===== src/rtl/dotmac_unit.sv =====
module dotmac_unit #(
  parameter int LANE_W  = 16,
  parameter int NUM_ACC = 4,
  localparam int WORD_W = 2 * LANE_W,
  localparam int ACC_W  = 2 * WORD_W,
  localparam int IDX_W  = $clog2(NUM_ACC)
) (
  input  logic              clk,
  input  logic              rst_n,
  input  logic              op_valid,
  input  logic [4:0]        op_code,
  input  logic [IDX_W-1:0]  acc_sel,
  input  logic [WORD_W-1:0] op_a,
  input  logic [WORD_W-1:0] op_b,
  input  logic              tp_wr,
  input  logic [IDX_W-1:0]  tp_sel,
  input  logic              tp_hi,
  input  logic [WORD_W-1:0] tp_wdata,
  output logic [WORD_W-1:0] tp_rdata,
  output logic [NUM_ACC-1:0] ovf_flags
);

  localparam logic [LANE_W-1:0]       LANE_MIN = {1'b1, {(LANE_W-1){1'b0}}};
  localparam logic signed [WORD_W-1:0] WORD_MAX = {1'b0, {(WORD_W-1){1'b1}}};
  localparam logic signed [ACC_W-1:0]  SAT_HI   = {{WORD_W{1'b0}}, 1'b0, {(WORD_W-1){1'b1}}};
  localparam logic signed [ACC_W-1:0]  SAT_LO   = {{(WORD_W+1){1'b1}}, {(WORD_W-1){1'b0}}};

  logic [ACC_W-1:0]   acc_q [NUM_ACC];
  logic [NUM_ACC-1:0] flags_q;

  logic is_sub, is_cross, is_frac, is_sat, code_ok;
  assign is_sub   = op_code[0];
  assign is_sat   = op_code[1];
  assign is_cross = op_code[3];
  assign is_frac  = op_code[4];

  always_comb begin
    case (op_code)
      5'b00000, 5'b00001, 5'b01000, 5'b01001,
      5'b11000, 5'b11001, 5'b11010, 5'b11011: code_ok = 1'b1;
      default:                                 code_ok = 1'b0;
    endcase
  end

  logic signed [LANE_W-1:0] a_lo, a_hi, m0_b, m1_b;
  assign a_lo = op_a[LANE_W-1:0];
  assign a_hi = op_a[WORD_W-1:LANE_W];
  assign m0_b = is_cross ? op_b[WORD_W-1:LANE_W] : op_b[LANE_W-1:0];
  assign m1_b = is_cross ? op_b[LANE_W-1:0]      : op_b[WORD_W-1:LANE_W];

  logic signed [WORD_W-1:0] raw0, raw1, term0, term1;
  logic spec0, spec1;
  assign raw0  = a_lo * m0_b;
  assign raw1  = a_hi * m1_b;
  assign spec0 = is_frac && (a_lo == LANE_MIN) && (m0_b == LANE_MIN);
  assign spec1 = is_frac && (a_hi == LANE_MIN) && (m1_b == LANE_MIN);
  assign term0 = spec0 ? WORD_MAX : (is_frac ? (raw0 <<< 1) : raw0);
  assign term1 = spec1 ? WORD_MAX : (is_frac ? (raw1 <<< 1) : raw1);

  logic signed [ACC_W-1:0] cur, ext0, ext1, sum, next_val;
  logic above, below, sat_hit, flag_set;
  assign cur  = acc_q[acc_sel];
  assign ext0 = {{WORD_W{term0[WORD_W-1]}}, term0};
  assign ext1 = {{WORD_W{term1[WORD_W-1]}}, term1};
  assign sum  = is_sub ? (cur - ext0 - ext1) : (cur + ext0 + ext1);

  assign above    = is_sat && (sum > SAT_HI);
  assign below    = is_sat && (sum < SAT_LO);
  assign sat_hit  = above || below;
  assign next_val = above ? SAT_HI : (below ? SAT_LO : sum);
  assign flag_set = spec0 || spec1 || sat_hit;

  always_ff @(posedge clk) begin
    if (!rst_n) begin
      for (int i = 0; i < NUM_ACC; i++) acc_q[i] <= '0;
      flags_q <= '0;
    end else if (op_valid) begin
      if (code_ok) begin
        acc_q[acc_sel] <= next_val;
        if (flag_set) flags_q[acc_sel] <= 1'b1;
      end
    end else if (tp_wr) begin
      if (tp_hi) acc_q[tp_sel][ACC_W-1:WORD_W] <= tp_wdata;
      else       acc_q[tp_sel][WORD_W-1:0]     <= tp_wdata;
    end
  end

  assign tp_rdata  = tp_hi ? acc_q[tp_sel][ACC_W-1:WORD_W] : acc_q[tp_sel][WORD_W-1:0];
  assign ovf_flags = flags_q;

  AST_FLAGS_STICKY: assert property (@(posedge clk) disable iff (!rst_n)
    1'b1 |=> ((ovf_flags & $past(ovf_flags)) == $past(ovf_flags)));

  AST_BAD_CODE_HOLD: assert property (@(posedge clk) disable iff (!rst_n)
    (op_valid && !code_ok) |=> ($stable(ovf_flags) && acc_q[$past(acc_sel)] == $past(acc_q[acc_sel])));

  AST_SAT_RANGE: assert property (@(posedge clk) disable iff (!rst_n)
    (op_valid && code_ok && is_sat) |=>
      ($signed(acc_q[$past(acc_sel)]) <= SAT_HI && $signed(acc_q[$past(acc_sel)]) >= SAT_LO));

  AST_SAT_FLAG: assert property (@(posedge clk) disable iff (!rst_n)
    (op_valid && code_ok && sat_hit) |=> ovf_flags[$past(acc_sel)]);

  AST_SPECIAL_FLAG: assert property (@(posedge clk) disable iff (!rst_n)
    (op_valid && code_ok && (spec0 || spec1)) |=> ovf_flags[$past(acc_sel)]);

  AST_TP_IGNORED: assert property (@(posedge clk) disable iff (!rst_n)
    (op_valid && tp_wr && tp_sel != acc_sel) |=> acc_q[$past(tp_sel)] == $past(acc_q[tp_sel]));

endmodule


===== config.mk =====
export PLATFORM = sky130hd
export DESIGN_NAME = dotmac_unit
export DESIGN_NICKNAME = d
export VERILOG_FILES = /design/src/rtl/dotmac_unit.sv
export SDC_FILE = /design/constraint.sdc
export NUM_CORES = 2
export LEC_CHECK = 0
export ABC_AREA = 1
export BUFFER_PORTS_ARGS = -buffer_cell sky130_fd_sc_hd__buf_2
export CORE_ASPECT_RATIO = 0.8
export CORE_MARGIN = 2
export CORE_UTILIZATION = 40
export DETAILED_ROUTE_END_ITERATION = 8
export SYNTH_ARGS = -nofsm -noshare
export SYNTH_HDL_FRONTEND = slang
export SYNTH_SLANG_ARGS = --single-unit
export TNS_END_PERCENT = 10

===== constraint.sdc =====
create_clock -name clk -period 24.6 [get_ports clk]
set_clock_uncertainty 0.05 [all_clocks]
set_input_delay 4.92 -clock clk [delete_from_list [all_inputs] [get_ports clk]]
set_output_delay 4.92 -clock clk [all_outputs]
set_load 0.01 [all_outputs]

==> results.sh <==
export IMPL_grt_first_pass_wirelength_um=304000
export IMPL_yosysSeqAreaShare_pct=15.8
export IMPL_r2r_cells=32
export IMPL_gr_usage_all_layers_pct=32.4
export IMPL_overflow=0
export IMPL_min_path_type="flop to flop"
export IMPL_cts_setup_buffers=0
export IMPL_wl_met1_um=91600
export IMPL_yosysWarnings=0
export IMPL_critPathMaxStageDelay_ns=0.85
export IMPL_clock_sinks=260
export IMPL_grt_max_degree=78
export IMPL_dieArea_um2=126000
export IMPL_arrival_ns=18.46
export IMPL_grt_pass1_vias=45557
export IMPL_cts_repair_resized=0
export IMPL_preCtsSetupSlack_ns=6.26
export IMPL_syn_to_final_growth_pct=6.55
export IMPL_crit_slowest_cell="o21ai_0"
export IMPL_antenna_found_initial=8
export IMPL_h_tree_depth=1
export IMPL_route_met3_wl_um=24000
export IMPL_wl_met2_um=82500
export IMPL_critPathLaunchType="input pin"
export IMPL_maxCapViolations=0
export IMPL_wire_per_inst_um=23.7
export IMPL_cpMostUsedCell="nand2_1"
export IMPL_drive_above_1_share_pct=5.56
export IMPL_crit_required_ns=24.96
export IMPL_row_count=115
export IMPL_crit_type="input pin to flop"
export IMPL_synth_area_um2=49300
export IMPL_tightestPinTransition_ns=1.36
export IMPL_ctsHoldBuffers=0
export IMPL_port_buffers=145
export IMPL_core_um2=123000
export IMPL_finalSetupTns_ns=0
export IMPL_drc=0
export IMPL_hpwl_um=169000
export IMPL_clock_latency_ns=0.57
export IMPL_vias=47808
export IMPL_ioPinCount=146
export IMPL_viasPerCell=5.53
export IMPL_synth_cell_types=53
export IMPL_drt_iter0_markers=6432
export IMPL_status="completed"
export IMPL_numCtsBuffers=24
export IMPL_syn_nets=8006
export IMPL_relSlewSlack_pct=9.54
export IMPL_min_period_over_period_pct=73.6
export IMPL_critPathMaxFanout=34
export IMPL_dr_max_layer_used="met5"
export IMPL_post_place_cells=8591
export IMPL_hold_viol_final=0
export IMPL_fillers=12820
export IMPL_gp_congestion=1.07
export IMPL_finalWorstSetupSlack_ns=6.50
export IMPL_fmax_mhz=55.3
export IMPL_holdPathStages=2
export IMPL_finalSetupViolations=0
export IMPL_clk_pin_slew_ns=0.07
export IMPL_avgSynthCellArea_um2=7.09
export IMPL_fin_crit_ns=18.10
export IMPL_report_final_slew_viol_count=0
export IMPL_wirelength_um=205000
export IMPL_clockBufferDepth=3
export IMPL_nets=8029
export IMPL_cp_end_kind="flop"
export IMPL_tritoncts="yes"
export IMPL_fin_cells=8639
export IMPL_ant_nets=0
export IMPL_ys_ff_latch=260
export IMPL_root_buffer="clkbuf_16"
export IMPL_drt_pass1_iterations=6
export IMPL_start_util_pct=40.2
export IMPL_rsz0062_at_grt="no"
export IMPL_netlist_instances=6956
export IMPL_die_x_um=396
export IMPL_fp_dieH_um=318
==> path summary, 6_finish.rpt <==
path,start,endpoint,slack (ns)
worst max-delay path,op_code[3],acc_q[2][32]$_SDFFCE_PN0P_,6.50
worst min-delay path,ovf_flags[3]$_SDFFE_PN0P_,ovf_flags[3]$_SDFFE_PN0P_,0.40
worst max register to register,acc_q[3][1]$_DFFE_PP_,acc_q[0][9]$_SDFFCE_PN0P_,17.34
worst min register to register,ovf_flags[3]$_SDFFE_PN0P_,ovf_flags[3]$_SDFFE_PN0P_,0.40
==> metal layers <==
metal	global-route usage [%]	vias up
met5	0	-
met4	9.00	8
met3	6.55	315
met2	45.4	2625
met1	49.8	23231
li1	-	21629
==> kinds of logic (layout without fill, tap and decap cells) <==
| logic type | count (synthesis) | after routing | share of synthesized area (%) |
|---|---|---|---|
| AND/OR/NAND/NOR | 3100 | 3100 | 25.7 |
| multiplexers | 3 | 3 | 0.0609 |
| XOR/XNOR | 82 | 82 | 1.47 |
| flip-flops | 260 | 260 | 15.8 |
| adder cells (fa/ha/maj) | 940 | 940 | 33.8 |
| AO/OA/AOI/OAI | 963 | 963 | 10.8 |
| other | 0 | 4 | 0 |
| buffers and inverters | 1608 | 1649 | 12.4 |
==> worst max-delay path: cells and delay by family <==
family | cells | cell delay, ns
adders and majority gates | 9 | 4.24
and+or+nand+nor | 23 | 4.11
buffers and inverters | 12 | 2.63
AOI/OAI and AO/OA | 8 | 2.45
==> registers in the layout (all words and copies together) (netlist names) <==
register	cells
acc_q	256
ovf_flags	4
==> cell usage after synthesis, drive strengths merged <==
cell       n  area, um^2
a21boi     3        26.3
a21o       8        60.1
a21oi    489        2450
a221oi     1        8.76
a22oi     49         368
a31o       7        61.3
a31oi     33         206
and2       5        31.3
and3       3        18.8
buf       39         238
clkbuf   173         649
clkinv    23        91.3
dfxtp      4        80.1
edfxtp   256        7690
fa       651       13000
ha       289        3620
inv     1373        5150
mux2i      3        30.0
nand2   1769        6750
nand3    281        1440
nand3b     9        67.6
nand4     53         332
nor2     824        3120
nor3      94         495
nor3b      3        22.5
nor4      18         125
o211a      2        20.0
o211ai    18         135
o21a       5        37.5
o21ai    276        1380
o21bai    28         210
o221ai    33         289
o22ai      4        25.0
o31ai      7        52.6
or2       41         257
xnor2     44         393
xor2      38         333
==> cell type report <==
class	count	area (um^2)	area share (%)
Clock inverter	14	126	0.241
Timing Repair Buffer	209	1210	2.30
Antenna cell	4	10.0	0.0191
Multi-Input combinational cell	5088	35500	67.6
Clock buffer	30	623	1.19
Sequential cell	260	7770	14.8
Tap cell	1638	2050	3.90
Inverter	1396	5250	9.99
==> layout by cell type (no fill, tap or decap), types with 38 or more instances in the layout <==
cell type / instances
inv_1: 1353
xor2_1: 38
or2_2: 38
nand2_2: 41
xnor2_1: 43
a22oi_1: 49
fa_1: 651
nand2_1: 1727
nand3_1: 275
buf_2: 144
o21ai_0: 259
nand4_1: 53
nor2_1: 813
edfxtp_1: 256
a21oi_1: 488
nor3_1: 88
buf_4: 65
ha_1: 289
==> stage by stage <==
step | hold WS (ns) | instance area (um^2) | util, %
6_report | 0.401 | 52500 | 42.8
5_1_grt | 0.417 | 52500 | 42.8
4_1_cts | 0.399 | 52500 | 42.8
3_5_place_dp | 0.388 | 51800 | 42.2
3_3_place_gp | 0.390 | 51800 | 42.2
2_1_floorplan | 0.424 | 49300 | -
Power is not shown: default switching activity piles up to over one toggle a cycle in this logic, so the estimate is an artifact.
